<file path="config.mk">
export PLATFORM = sky130hd
export DESIGN_NAME = blk_cipher_csr
export DESIGN_NICKNAME = d
export VERILOG_FILES = /design/src/rtl/cfr_pkg.sv /design/src/rtl/cfr_key_bank.sv /design/src/rtl/cfr_in_buffer.sv /design/src/rtl/cfr_out_buffer.sv /design/src/rtl/cfr_irq_unit.sv /design/src/rtl/blk_cipher_csr.sv
export SDC_FILE = /design/constraint.sdc
export NUM_CORES = 1
export LEC_CHECK = 0
export CORE_ASPECT_RATIO = 0.5
export CORE_MARGIN = 3
export CORE_UTILIZATION = 39
export DETAILED_ROUTE_END_ITERATION = 10
export PLACE_DENSITY = 0.74
export SETUP_SLACK_MARGIN = 0.4
export SYNTH_ARGS = -nofsm -noshare
export SYNTH_HDL_FRONTEND = slang
export SYNTH_SLANG_ARGS = --single-unit
</file>
<file path="constraint.sdc">
create_clock -name clk -period 4.6 [get_ports clk]
set_clock_uncertainty 0.1 [all_clocks]
set_input_delay 1.15 -clock clk [delete_from_list [all_inputs] [get_ports clk]]
set_output_delay 1.15 -clock clk [all_outputs]
set_load 0.1 [all_outputs]
</file>
<file path="src/rtl/cfr_pkg.sv">
package cfr_pkg;
   // Register map (byte offsets)
   localparam int OFS_KEY_TOP = 'h14;  // key word n at OFS_KEY_TOP - ((n^1)*4)
   localparam int OFS_VEC     = 'h18;
   localparam int OFS_CTRL    = 'h20;
   localparam int OFS_DATA    = 'h28;
   localparam int OFS_REV     = 'h30;
   localparam int OFS_STAT    = 'h3C;
   localparam int OFS_IEN     = 'h40;

   // Control bit positions
   localparam int CB_CHAIN  = 4;
   localparam int CB_TRIPLE = 3;
   localparam int CB_ENC    = 2;
   localparam int CB_INRDY  = 1;
   localparam int CB_OUTRDY = 0;

   // Interrupt cause positions: data-in at CAUSE_LSB, data-out at CAUSE_LSB+1
   localparam int CAUSE_LSB = 1;
   localparam int N_CAUSE   = 2;

   typedef struct packed {
      logic chain;
      logic triple;
      logic encrypt;
   } cfr_mode_t;

   function automatic int key_word_ofs(int n);
      return OFS_KEY_TOP - ((n ^ 1) * 4);
   endfunction
endpackage

</file>
<file path="src/rtl/cfr_key_bank.sv">
module cfr_key_bank #(
   parameter int ADDR_W    = 8,
   parameter int DATA_W    = 32,
   parameter int KEY_WORDS = 6,
   parameter int VEC_WORDS = 2
) (
   input  logic                          clk,
   input  logic                          rst_n,
   input  logic                          wr_en,
   input  logic [ADDR_W-1:0]             addr,
   input  logic [DATA_W-1:0]             wdata,
   output logic [KEY_WORDS*DATA_W-1:0]   key_flat,
   output logic [VEC_WORDS*DATA_W-1:0]   vec_flat,
   output logic                          rd_hit,
   output logic [DATA_W-1:0]             rd_val
);
   import cfr_pkg::*;

   localparam int N_REG = KEY_WORDS + VEC_WORDS;

   logic [DATA_W-1:0] word_q [N_REG];
   logic [N_REG-1:0]  sel;

   for (genvar i = 0; i < N_REG; i++) begin : g_word
      localparam int WOFS = (i < KEY_WORDS) ? key_word_ofs(i)
                                            : OFS_VEC + 4 * (i - KEY_WORDS);
      assign sel[i] = (addr == ADDR_W'(WOFS));

      always_ff @(posedge clk or negedge rst_n) begin
         if (!rst_n)
            word_q[i] <= '0;
         else if (wr_en && sel[i])
            word_q[i] <= wdata;
      end

      if (i < KEY_WORDS) begin : g_key
         assign key_flat[i*DATA_W +: DATA_W] = word_q[i];
      end else begin : g_vec
         assign vec_flat[(i-KEY_WORDS)*DATA_W +: DATA_W] = word_q[i];
      end
   end

   always_comb begin
      rd_val = '0;
      for (int i = 0; i < N_REG; i++)
         if (sel[i]) rd_val = word_q[i];
   end
   assign rd_hit = |sel;
endmodule

</file>
<file path="src/rtl/cfr_in_buffer.sv">
module cfr_in_buffer #(
   parameter int DATA_W = 32,
   parameter int WORDS  = 2
) (
   input  logic                      clk,
   input  logic                      rst_n,
   input  logic [WORDS-1:0]          wr_sel,
   input  logic [DATA_W-1:0]         wdata,
   input  logic                      take_ready,
   output logic                      blk_valid,
   output logic [WORDS*DATA_W-1:0]   blk,
   output logic                      can_accept,
   output logic                      fill_evt,
   output logic                      take_evt
);
   logic [WORDS-1:0] loaded_q;
   logic             full;

   assign full       = &loaded_q;
   assign can_accept = ~full;
   assign take_evt   = full & take_ready;
   // buffer completes this cycle: every word either held or being written
   assign fill_evt   = ~full & (&(loaded_q | wr_sel));
   assign blk_valid  = full;

   for (genvar w = 0; w < WORDS; w++) begin : g_slot
      always_ff @(posedge clk or negedge rst_n) begin
         if (!rst_n) begin
            loaded_q[w]               <= 1'b0;
            blk[w*DATA_W +: DATA_W]   <= '0;
         end else if (take_evt) begin
            loaded_q[w]               <= 1'b0;
         end else if (~full && wr_sel[w]) begin
            loaded_q[w]               <= 1'b1;
            blk[w*DATA_W +: DATA_W]   <= wdata;
         end
      end
   end
endmodule

</file>
<file path="src/rtl/cfr_out_buffer.sv">
module cfr_out_buffer #(
   parameter int DATA_W = 32,
   parameter int WORDS  = 2
) (
   input  logic                      clk,
   input  logic                      rst_n,
   input  logic [WORDS-1:0]          rd_sel,
   input  logic                      res_valid,
   input  logic [WORDS*DATA_W-1:0]   res_blk,
   output logic                      res_ready,
   output logic [WORDS*DATA_W-1:0]   held,
   output logic                      holding,
   output logic                      cap_evt,
   output logic                      drain_evt
);
   logic [WORDS-1:0] seen_q;
   logic [WORDS-1:0] hit;

   assign res_ready = ~holding;
   assign cap_evt   = res_valid & ~holding;
   assign hit       = rd_sel & {WORDS{holding}};
   assign drain_evt = holding & (&(seen_q | hit));

   always_ff @(posedge clk or negedge rst_n) begin
      if (!rst_n) begin
         holding <= 1'b0;
         held    <= '0;
      end else if (cap_evt) begin
         holding <= 1'b1;
         held    <= res_blk;
      end else if (drain_evt) begin
         holding <= 1'b0;
      end
   end

   always_ff @(posedge clk or negedge rst_n) begin
      if (!rst_n)
         seen_q <= '0;
      else if (drain_evt)
         seen_q <= '0;
      else
         seen_q <= seen_q | hit;
   end
endmodule

</file>
<file path="src/rtl/cfr_irq_unit.sv">
module cfr_irq_unit #(
   parameter int                 N_CAUSE  = 2,
   parameter logic [N_CAUSE-1:0] RST_PEND = 'b01
) (
   input  logic               clk,
   input  logic               rst_n,
   input  logic               stat_wr,
   input  logic               en_wr,
   input  logic [N_CAUSE-1:0] wbits,
   input  logic [N_CAUSE-1:0] hw_set,
   input  logic [N_CAUSE-1:0] hw_clr,
   output logic [N_CAUSE-1:0] pend,
   output logic [N_CAUSE-1:0] en,
   output logic               irq
);
   for (genvar c = 0; c < N_CAUSE; c++) begin : g_cause
      always_ff @(posedge clk or negedge rst_n) begin
         if (!rst_n)
            pend[c] <= RST_PEND[c];
         else if (hw_set[c])
            pend[c] <= 1'b1;
         else if (hw_clr[c] || (stat_wr && !wbits[c]))
            pend[c] <= 1'b0;
      end

      always_ff @(posedge clk or negedge rst_n) begin
         if (!rst_n)
            en[c] <= 1'b0;
         else if (en_wr)
            en[c] <= wbits[c];
      end
   end

   assign irq = |(pend & en);
endmodule

</file>
<file path="src/rtl/blk_cipher_csr.sv">
module blk_cipher_csr #(
   parameter int ADDR_W    = 8,
   parameter int DATA_W    = 32,
   parameter int BLK_W     = 64,
   parameter int KEY_WORDS = 6,
   parameter int REV_MAJOR = 2,
   parameter int REV_MINOR = 5
) (
   input  logic                        clk,
   input  logic                        rst_n,
   input  logic                        bus_wr,
   input  logic                        bus_rd,
   input  logic [ADDR_W-1:0]           bus_addr,
   input  logic [DATA_W-1:0]           bus_wdata,
   output logic [DATA_W-1:0]           bus_rdata,
   output logic [KEY_WORDS*DATA_W-1:0] core_key,
   output logic [BLK_W-1:0]            core_iv,
   output logic                        core_chain,
   output logic                        core_triple,
   output logic                        core_encrypt,
   output logic                        core_in_valid,
   input  logic                        core_in_ready,
   output logic [BLK_W-1:0]            core_in_block,
   input  logic                        core_out_valid,
   output logic                        core_out_ready,
   input  logic [BLK_W-1:0]            core_out_block,
   output logic                        irq
);
   import cfr_pkg::*;

   localparam int N_DW = BLK_W / DATA_W;

   // Elaboration-time parameter checks
   if (DATA_W != 32) begin : g_bad_dw
      $error("blk_cipher_csr: DATA_W must be 32");
   end
   if (BLK_W != 2 * DATA_W) begin : g_bad_blk
      $error("blk_cipher_csr: BLK_W must be two data words");
   end
   if (KEY_WORDS < 2 || KEY_WORDS > 6 || (KEY_WORDS % 2) != 0) begin : g_bad_key
      $error("blk_cipher_csr: KEY_WORDS must be 2, 4 or 6");
   end
   if (ADDR_W < 7) begin : g_bad_aw
      $error("blk_cipher_csr: ADDR_W too small for register map");
   end
   if (REV_MAJOR < 0 || REV_MAJOR > 7 || REV_MINOR < 0 || REV_MINOR > 63) begin : g_bad_rev
      $error("blk_cipher_csr: revision field out of range");
   end

   // Address decode
   logic hit_ctrl, hit_rev, hit_stat, hit_ien;
   logic [N_DW-1:0] hit_data;

   assign hit_ctrl = (bus_addr == ADDR_W'(OFS_CTRL));
   assign hit_rev  = (bus_addr == ADDR_W'(OFS_REV));
   assign hit_stat = (bus_addr == ADDR_W'(OFS_STAT));
   assign hit_ien  = (bus_addr == ADDR_W'(OFS_IEN));

   for (genvar w = 0; w < N_DW; w++) begin : g_data_dec
      assign hit_data[w] = (bus_addr == ADDR_W'(OFS_DATA + 4 * w));
   end

   // Key and chaining-vector storage
   logic              kb_hit;
   logic [DATA_W-1:0] kb_val;

   cfr_key_bank #(
      .ADDR_W    (ADDR_W),
      .DATA_W    (DATA_W),
      .KEY_WORDS (KEY_WORDS),
      .VEC_WORDS (N_DW)
   ) u_keys (
      .clk      (clk),
      .rst_n    (rst_n),
      .wr_en    (bus_wr),
      .addr     (bus_addr),
      .wdata    (bus_wdata),
      .key_flat (core_key),
      .vec_flat (core_iv),
      .rd_hit   (kb_hit),
      .rd_val   (kb_val)
   );

   // Mode flags
   cfr_mode_t mode_q;

   always_ff @(posedge clk or negedge rst_n) begin
      if (!rst_n)
         mode_q <= '0;
      else if (bus_wr && hit_ctrl) begin
         mode_q.chain   <= bus_wdata[CB_CHAIN];
         mode_q.triple  <= bus_wdata[CB_TRIPLE];
         mode_q.encrypt <= bus_wdata[CB_ENC];
      end
   end

   assign core_chain   = mode_q.chain;
   assign core_triple  = mode_q.triple;
   assign core_encrypt = mode_q.encrypt;

   // Input side
   logic in_accept, in_fill, in_take;

   cfr_in_buffer #(
      .DATA_W (DATA_W),
      .WORDS  (N_DW)
   ) u_inbuf (
      .clk        (clk),
      .rst_n      (rst_n),
      .wr_sel     (hit_data & {N_DW{bus_wr}}),
      .wdata      (bus_wdata),
      .take_ready (core_in_ready),
      .blk_valid  (core_in_valid),
      .blk        (core_in_block),
      .can_accept (in_accept),
      .fill_evt   (in_fill),
      .take_evt   (in_take)
   );

   // Output side
   logic [BLK_W-1:0] out_held;
   logic             out_full, out_cap, out_drain;

   cfr_out_buffer #(
      .DATA_W (DATA_W),
      .WORDS  (N_DW)
   ) u_outbuf (
      .clk       (clk),
      .rst_n     (rst_n),
      .rd_sel    (hit_data & {N_DW{bus_rd}}),
      .res_valid (core_out_valid),
      .res_blk   (core_out_block),
      .res_ready (core_out_ready),
      .held      (out_held),
      .holding   (out_full),
      .cap_evt   (out_cap),
      .drain_evt (out_drain)
   );

   // Interrupt causes: index 0 = data-in, index 1 = data-out
   logic [N_CAUSE-1:0] pend_bits, en_bits;

   cfr_irq_unit #(
      .N_CAUSE  (N_CAUSE),
      .RST_PEND (N_CAUSE'(1))
   ) u_irq (
      .clk     (clk),
      .rst_n   (rst_n),
      .stat_wr (bus_wr && hit_stat),
      .en_wr   (bus_wr && hit_ien),
      .wbits   (bus_wdata[CAUSE_LSB +: N_CAUSE]),
      .hw_set  ({out_cap, in_take}),
      .hw_clr  ({out_drain, in_fill}),
      .pend    (pend_bits),
      .en      (en_bits),
      .irq     (irq)
   );

   // Read words
   logic [DATA_W-1:0] ctrl_word, rev_word, stat_word, ien_word;

   always_comb begin
      ctrl_word            = '0;
      ctrl_word[CB_CHAIN]  = mode_q.chain;
      ctrl_word[CB_TRIPLE] = mode_q.triple;
      ctrl_word[CB_ENC]    = mode_q.encrypt;
      ctrl_word[CB_INRDY]  = in_accept;
      ctrl_word[CB_OUTRDY] = out_full;

      rev_word             = '0;
      rev_word[10:8]       = 3'(REV_MAJOR);
      rev_word[5:0]        = 6'(REV_MINOR);

      stat_word                        = '0;
      stat_word[CAUSE_LSB +: N_CAUSE]  = pend_bits;
      ien_word                         = '0;
      ien_word[CAUSE_LSB +: N_CAUSE]   = en_bits;
   end

   always_comb begin
      bus_rdata = '0;
      if (kb_hit)        bus_rdata = kb_val;
      else if (hit_ctrl) bus_rdata = ctrl_word;
      else if (hit_rev)  bus_rdata = rev_word;
      else if (hit_stat) bus_rdata = stat_word;
      else if (hit_ien)  bus_rdata = ien_word;
      for (int w = 0; w < N_DW; w++)
         if (hit_data[w]) bus_rdata = out_held[w*DATA_W +: DATA_W];
   end
endmodule

</file>
# ---- After elaboration in Yosys (flattened, before gate mapping)
# Cells that the tools add are included.
dict set report word_totals {
  ramBits 0
  output_inout_bits 358
  register_bits 396
  mem_bits_ro 0
  mem_count 0
  latchBits 0
}
dict set report classes {
  n_mux 26
  magnitude_cmp 0
  reduce_logical 32
  n_shift 0
  n_mul 0
  bitwise 13
  add_sub_neg 0
  n_eq_ne 13
  n_div 0
}
# operator n
set ops {}
lappend ops {{32-bit two-way mux} 11}
lappend ops {{8-bit by 6-bit equality test with 1-bit output (second input constant)} 5}
lappend ops {{8-bit by 5-bit equality test with 1-bit output (second input constant)} 4}
lappend ops {{10-bit two-way mux} 2}
lappend ops {{8-bit by 4-bit equality test with 1-bit output (second input constant)} 2}
lappend ops {{1-bit logical AND} 15}
lappend ops {{1-bit two-way mux} 10}
lappend ops {{2-bit AND reduction} 5}
lappend ops {{2-bit nonzero test} 5}
lappend ops {{2-bit AND} 4}
lappend ops {{8-bit by 3-bit equality test with 1-bit output (second input constant)} 1}
lappend ops {{8-bit by 7-bit equality test with 1-bit output (second input constant)} 1}
lappend ops {{8-bit zero test} 1}
lappend ops {{8-bit OR reduction} 1}
lappend ops {{3-bit two-way mux} 2}
lappend ops {{1-bit AND} 4}
lappend ops {{2-bit bitwise OR} 2}
lappend ops {{1-bit NOT} 3}
lappend ops {{1-bit zero test} 2}
lappend ops {{1-bit logical OR} 2}
lappend ops {{2-bit two-way mux} 1}
lappend ops {{2-bit OR reduction} 1}

# ---- Logic depth before layout (Yosys ltp)
dict set report logic_depth {
  ltp_word 12
  mapped_depth 8
}

# ---- Cells and area by module
# From an unflattened synthesis, not the netlist that was laid out.
dict set report unflattened {
  hier_cells 1337
  hier_area_um2 18630.4
}
# mod seq_area_each_um2 area_each_um2 n_inst cells_each
set modules_own_cells {}
lappend modules_own_cells {cfr_key_bank 6406.1 12070.3 1 871}
lappend modules_own_cells {cfr_out_buffer 1676.6 2788.9 1 150}
lappend modules_own_cells {cfr_in_buffer 1651.6 2501.1 1 146}
lappend modules_own_cells {blk_cipher_csr 75.1 1099.8 1 157}
lappend modules_own_cells {cfr_irq_unit 101.3 170.2 1 13}

# ---- Worst setup path before layout
# Ideal clock, no wire load.
dict set report synth_timing {
  path_type {input -> output}
  from {input port bus_addr[4]}
  to {output port bus_rdata[10]}
  setup_slack_ns -1.171
  t_required_ns 3.350
  cell_stages 7
  arrival_ns 4.521
  path_cell_list {buf_2 > nor4b_1 > buf_2 > and3_1 > clkbuf_1 > a21oi_1 > o21ai_0}
}
dict set report synth_between {
  elab_chain_len 12
  elab_cells_between_ends 22
  classes_between {eq/ne: 9; mux: 11; reduce/logical: 2}
}
# item line
set synth_lines {}
lappend synth_lines {{from (decl)} blk_cipher_csr.sv:13} ;# input logic [ADDR_W-1:0] bus_addr,
lappend synth_lines {{8-bit by 5-bit equality test with 1-bit output} cfr_key_bank.sv:27} ;# assign sel[i] = (addr == ADDR_W'(WOFS));
lappend synth_lines {{32-bit two-way mux (8 in a row)} cfr_key_bank.sv:46} ;# if (sel[i]) rd_val = word_q[i];
lappend synth_lines {{32-bit two-way mux} blk_cipher_csr.sv:182} ;# if (kb_hit) bus_rdata = kb_val;
lappend synth_lines {{32-bit two-way mux} blk_cipher_csr.sv:188} ;# if (hit_data[w]) bus_rdata = out_held[w*DATA_W +: DATA_W];
lappend synth_lines {{32-bit two-way mux (*)} blk_cipher_csr.sv:188}
lappend synth_lines {{to (decl)} blk_cipher_csr.sv:15} ;# output logic [DATA_W-1:0] bus_rdata,
# Every way passes the cells marked *; elsewhere a longest branch is shown, timed or not.

# ---- Worst setup path after layout
dict set report layout_timing {
  from {input port bus_addr[6]}
  to {output port bus_rdata[21]}
}
# The elaborated chain is that of the path after synthesis.

==> flow_metrics.py <==
metrics = {
    "synth": {
        "yosysTopAreaCell": "dfrtp_1",
        "syn_avg_cell_area_sq_um": 13.3,
        "synthesis.area_sq_um": 18200,
        "ys_seq_area_share_pct": 54.4,
        "ys_warn_count": 0,
        "synth_ff_type": "dfrtp_1",
        "synth.distinct_cells": 60,
        "syn_nets": 1483,
        "synth_area_leaders": "dfrtp_1, mux2_2, mux2_4",
        "synthArstFlopShare_pct": 100,
        "synth-edff-count": 0,
        "netlist_instances": 1373,
        "yosysTopAreaCellShare_pct": 54.3,
        "synth_seq_cells": 396,
    },
    "die": {
        "io_pins": 468,
        "die_y_microns": 159,
        "core-area_sq_um": 45600,
        "die-area_sq_um": 49500,
        "initial_core_util_pct": 39.9,
        "num_rows": 55,
        "die_x_microns": 312,
    },
    "worst_setup_path": {
        "cpMostUsedCell": "buf_12",
        "path_class": "primary input to output pin",
        "rr_worst_depth": 4,
        "worstReg2RegStart": "u_inbuf.loaded_q[0]$_DFFE_PN0P_",
        "cp_max_fo": 5,
        "cpMaxStageDelayCell": "or4b_4",
        "worstPathCellList": "buf_2, buf_6, or4b_4, nor2_4, buf_12, buf_16, a222oi_1, o21ai_4, buf_12",
        "crit_buf_inv": 5,
        "crit_arrival_ps": 2940,
        "required_ps": 3350,
        "end_kind": "output pin",
        "slowest_delay_ps": 570,
        "crit_path_start_kind": "primary input",
        "r2r_setup_slack_ps": 2590,
        "reg2reg_to": "u_inbuf.blk[63]$_DFFE_PN0P_",
        "crit_family": "simple AND/OR/NAND/NOR gates",
    },
    "pwr": {
        "p_int_w": 0.00628,
        "power_density_nw_per_um2": 347,
        "comb_power_share_pct": 22.6,
        "clkPwrFrac_pct": 36.3,
        "power.leakage_nw": 12.1,
        "p_sw_share_pct": 33.0,
        "p_seq_share_pct": 41.1,
        "ir_worst_vdd_v": 0.000239,
        "switchingPower_w": 0.00309,
    },
    "final_layout": {
        "multi_input_area_sq_um": 8320,
        "fill_cells": 3514,
        "finalInstanceArea_sq_um": 27000,
        "area_delta_synth_final_pct": 48.0,
        "seqCellArea_sq_um": 9910,
        "final_util_pct": 59.1,
        "nets": 1992,
        "drive_gt1_share_pct": 38.5,
    },
    "route": {
        "first_iter_violations": 1487,
        "ant_nets": 0,
        "drt-vias-per-instance": 5.63,
        "wire_per_inst_microns": 27.9,
        "vias": 14300,
        "drt_first_pass_iters": 8,
        "drt_wl_total_mm": 70.9,
        "drc": 0,
    },
    "sta": {
        "finalCritPeriodShare_pct": 91.1,
        "final_max_slew_viol_count": 0,
        "rsz0062_at_grt": "true",
        "fin_crit_ps": 4190,
        "fmax_mhz": 239,
        "setup_violations": 0,
        "hold_viol_final": 0,
        "max_slew_margin_pct": 26.6,
        "worst_pin_slew_ps": 1100,
    },
    "clock_tree": {
        "clkSinkCount": 396,
        "clk_pin_slew_ps": 60,
        "cts_tree": "yes",
        "cts_buffer_depth": 3,
        "htreeDepth": 2,
        "clock_latency_ps": 530,
        "numCtsBuffers": 38,
        "ctsRootBufferMaster": "clkbuf_16",
        "holdBufCountCts": 0,
    },
    "global_routing": {
        "grt_pass1_wl_mm": 103,
        "antenna_found_initial": 8,
        "grt.total_usage_pct": 27.8,
        "grt_pass1_vias": 14700,
        "grt_start_max_net_pins": 103,
        "overflow": 0,
    },
    "placement": {
        "port_buffers": 467,
        "placed_area_sq_um": 24700,
        "dp_hpwl_mm": 47.7,
        "gp_congestion": 0.939,
    },
    "hold_path": {
        "hp-class": "flip-flop to flip-flop",
        "min_from": "u_outbuf.held[45]$_DFFE_PN0P_",
        "hold_path_depth": 1,
        "whs_endpoint": "u_outbuf.held[45]$_DFFE_PN0P_",
    },
    "status": {
        "status": "completed",
    },
    "run": {
        "cap_violations": 0,
    },
}
==> kinds of logic (layout without fill, tap and decap cells) <==
family,Yosys count,count (layout),share of synthesized area (%)
compound gates,250,250,8.90
other cells,0,8,0
simple gates,128,129,4.08
flops,396,396,54.4
buf+inv,145,682,3.40
mux,454,454,29.2
==> sequential cells by signal (all words and copies together) (netlist names) <==
register,count
u_outbuf.seen_q,2
u_keys.vec_flat,64
core_chain,1
core_encrypt,1
u_irq.en,2
u_inbuf.blk,64
u_keys.key_flat,192
u_outbuf.holding,1
u_outbuf.held,64
core_triple,1
u_irq.pend,2
u_inbuf.loaded_q,2
==> power by group through the flow <==
stage	combinational, W	sequential (W)	clock, W
6_report	0.00212	0.00385	0.00340
5_1_grt	0.00217	0.00387	0.00358
4_1_cts	0.00211	0.00384	0.00344
3_5_place_dp	0.00206	0.00390	0
3_3_place_gp	0.00205	0.00389	0
2_1_floorplan	0.000407	0.00485	0
==> area by class of cell <==
type                            count  area share [%]
Antenna cell                        8          0.0743
Clock buffer                       49            4.06
Clock inverter                     20           0.901
Inverter                           23           0.320
Multi-Input combinational cell    833            30.9
Sequential cell                   396            36.8
Tap cell                          627            2.91
Timing Repair Buffer              590            24.1
==> through the flow <==
| stage | hold WS (ps) | setup slack (ps) | instances | total power (W) | TNS (ps) |
|---|---|---|---|---|---|
| 2_1_floorplan | 375 | 56.2 | 1373 | 0.00526 | 0 |
| 3_5_place_dp | 391 | -195 | 2432 | 0.00596 | -2810 |
| 4_1_cts | 409 | 399 | 2533 | 0.00939 | 0 |
| 3_3_place_gp | 383 | -201 | 2432 | 0.00594 | -2030 |
| 6_report | 405 | 411 | 2546 | 0.00936 | 0 |
| 5_1_grt | 421 | 375 | 2546 | 0.00962 | 0 |
==> worst reg2reg max path, stage by stage (launching register included) <==
cell and delay [ps]:
dfrtp_1 390, nand2_1 180, nand3_4 120, buf_4 650
mux2_2 450
==> worst max-delay path by stage <==
stage	startpoint	end	slack, ps	depth (start not counted)
floorplan	bus_addr[4]	bus_rdata[4]	60	3
global placement	bus_addr[3]	bus_rdata[1]	-200	7
detailed placement	bus_addr[3]	bus_rdata[1]	-190	7
CTS	bus_addr[1]	bus_rdata[6]	400	12
global route	bus_addr[5]	bus_rdata[1]	370	9
finish	bus_addr[6]	bus_rdata[21]	410	9
==> timing repair <==
action / 4_1_cts / 5_1_grt
cloned: 9 / 1
resized for setup: 82 / 16
pin swaps: 34 / 11
setup buffers: 23 / 4
endpoints found under the setup margin: 32 / 31
==> per-layer routing <==
metal  track usage, %  vias up  routed length, microns
met5                0        -                       0
met4             15.0        0                    4200
met3             4.36      212                    4650
met2             46.8      641                   35000
met1             34.4     7397                   27000
li1                 -     6072                       -
==> cells in the mapped netlist, types with 2 or more instances <==
cell / count
a32oi_1: 2
nand3_4: 2
buf_1: 41
a22o_1: 27
nor2_1: 29
nand2b_1: 6
and2_1: 2
a31oi_1: 2
o211ai_1: 4
o2111ai_1: 3
nand3_1: 10
o31ai_1: 3
clkbuf_1: 56
o22a_1: 3
o21ai_0: 65
or2_2: 3
nor2b_1: 25
a21oi_1: 65
or4b_1: 2
mux2i_1: 29
nand3b_1: 2
o221ai_1: 3
dfrtp_1: 395
nand2_1: 27
mux2_1: 7
buf_2: 17
mux2_4: 60
nor4b_1: 2
buf_6: 6
o22ai_1: 34
buf_4: 2
or3_1: 2
inv_1: 23
o21ai_1: 3
a222oi_1: 26
mux2_2: 357
a22oi_1: 3
nor3_1: 3
==> placed cells by master (no fill, tap or decap), types with 7 or more instances in the layout <==
cell,count
clkdlybuf4s50_1,426
diode_2,8
mux2_1,7
a21oi_2,9
o22ai_1,29
o21ai_0,39
dfrtp_1,395
mux2_2,357
a222oi_1,26
nor2b_1,24
buf_4,76
a21oi_1,56
clkbuf_8,8
buf_12,58
buf_16,7
clkinv_2,10
clkbuf_16,40
buf_6,13
a22o_1,27
inv_1,23
o21ai_4,24
nor2_1,21
nand2_1,23
nor2_4,9
mux2i_1,29
mux2_4,60
(Power assumes the default switching activity.)
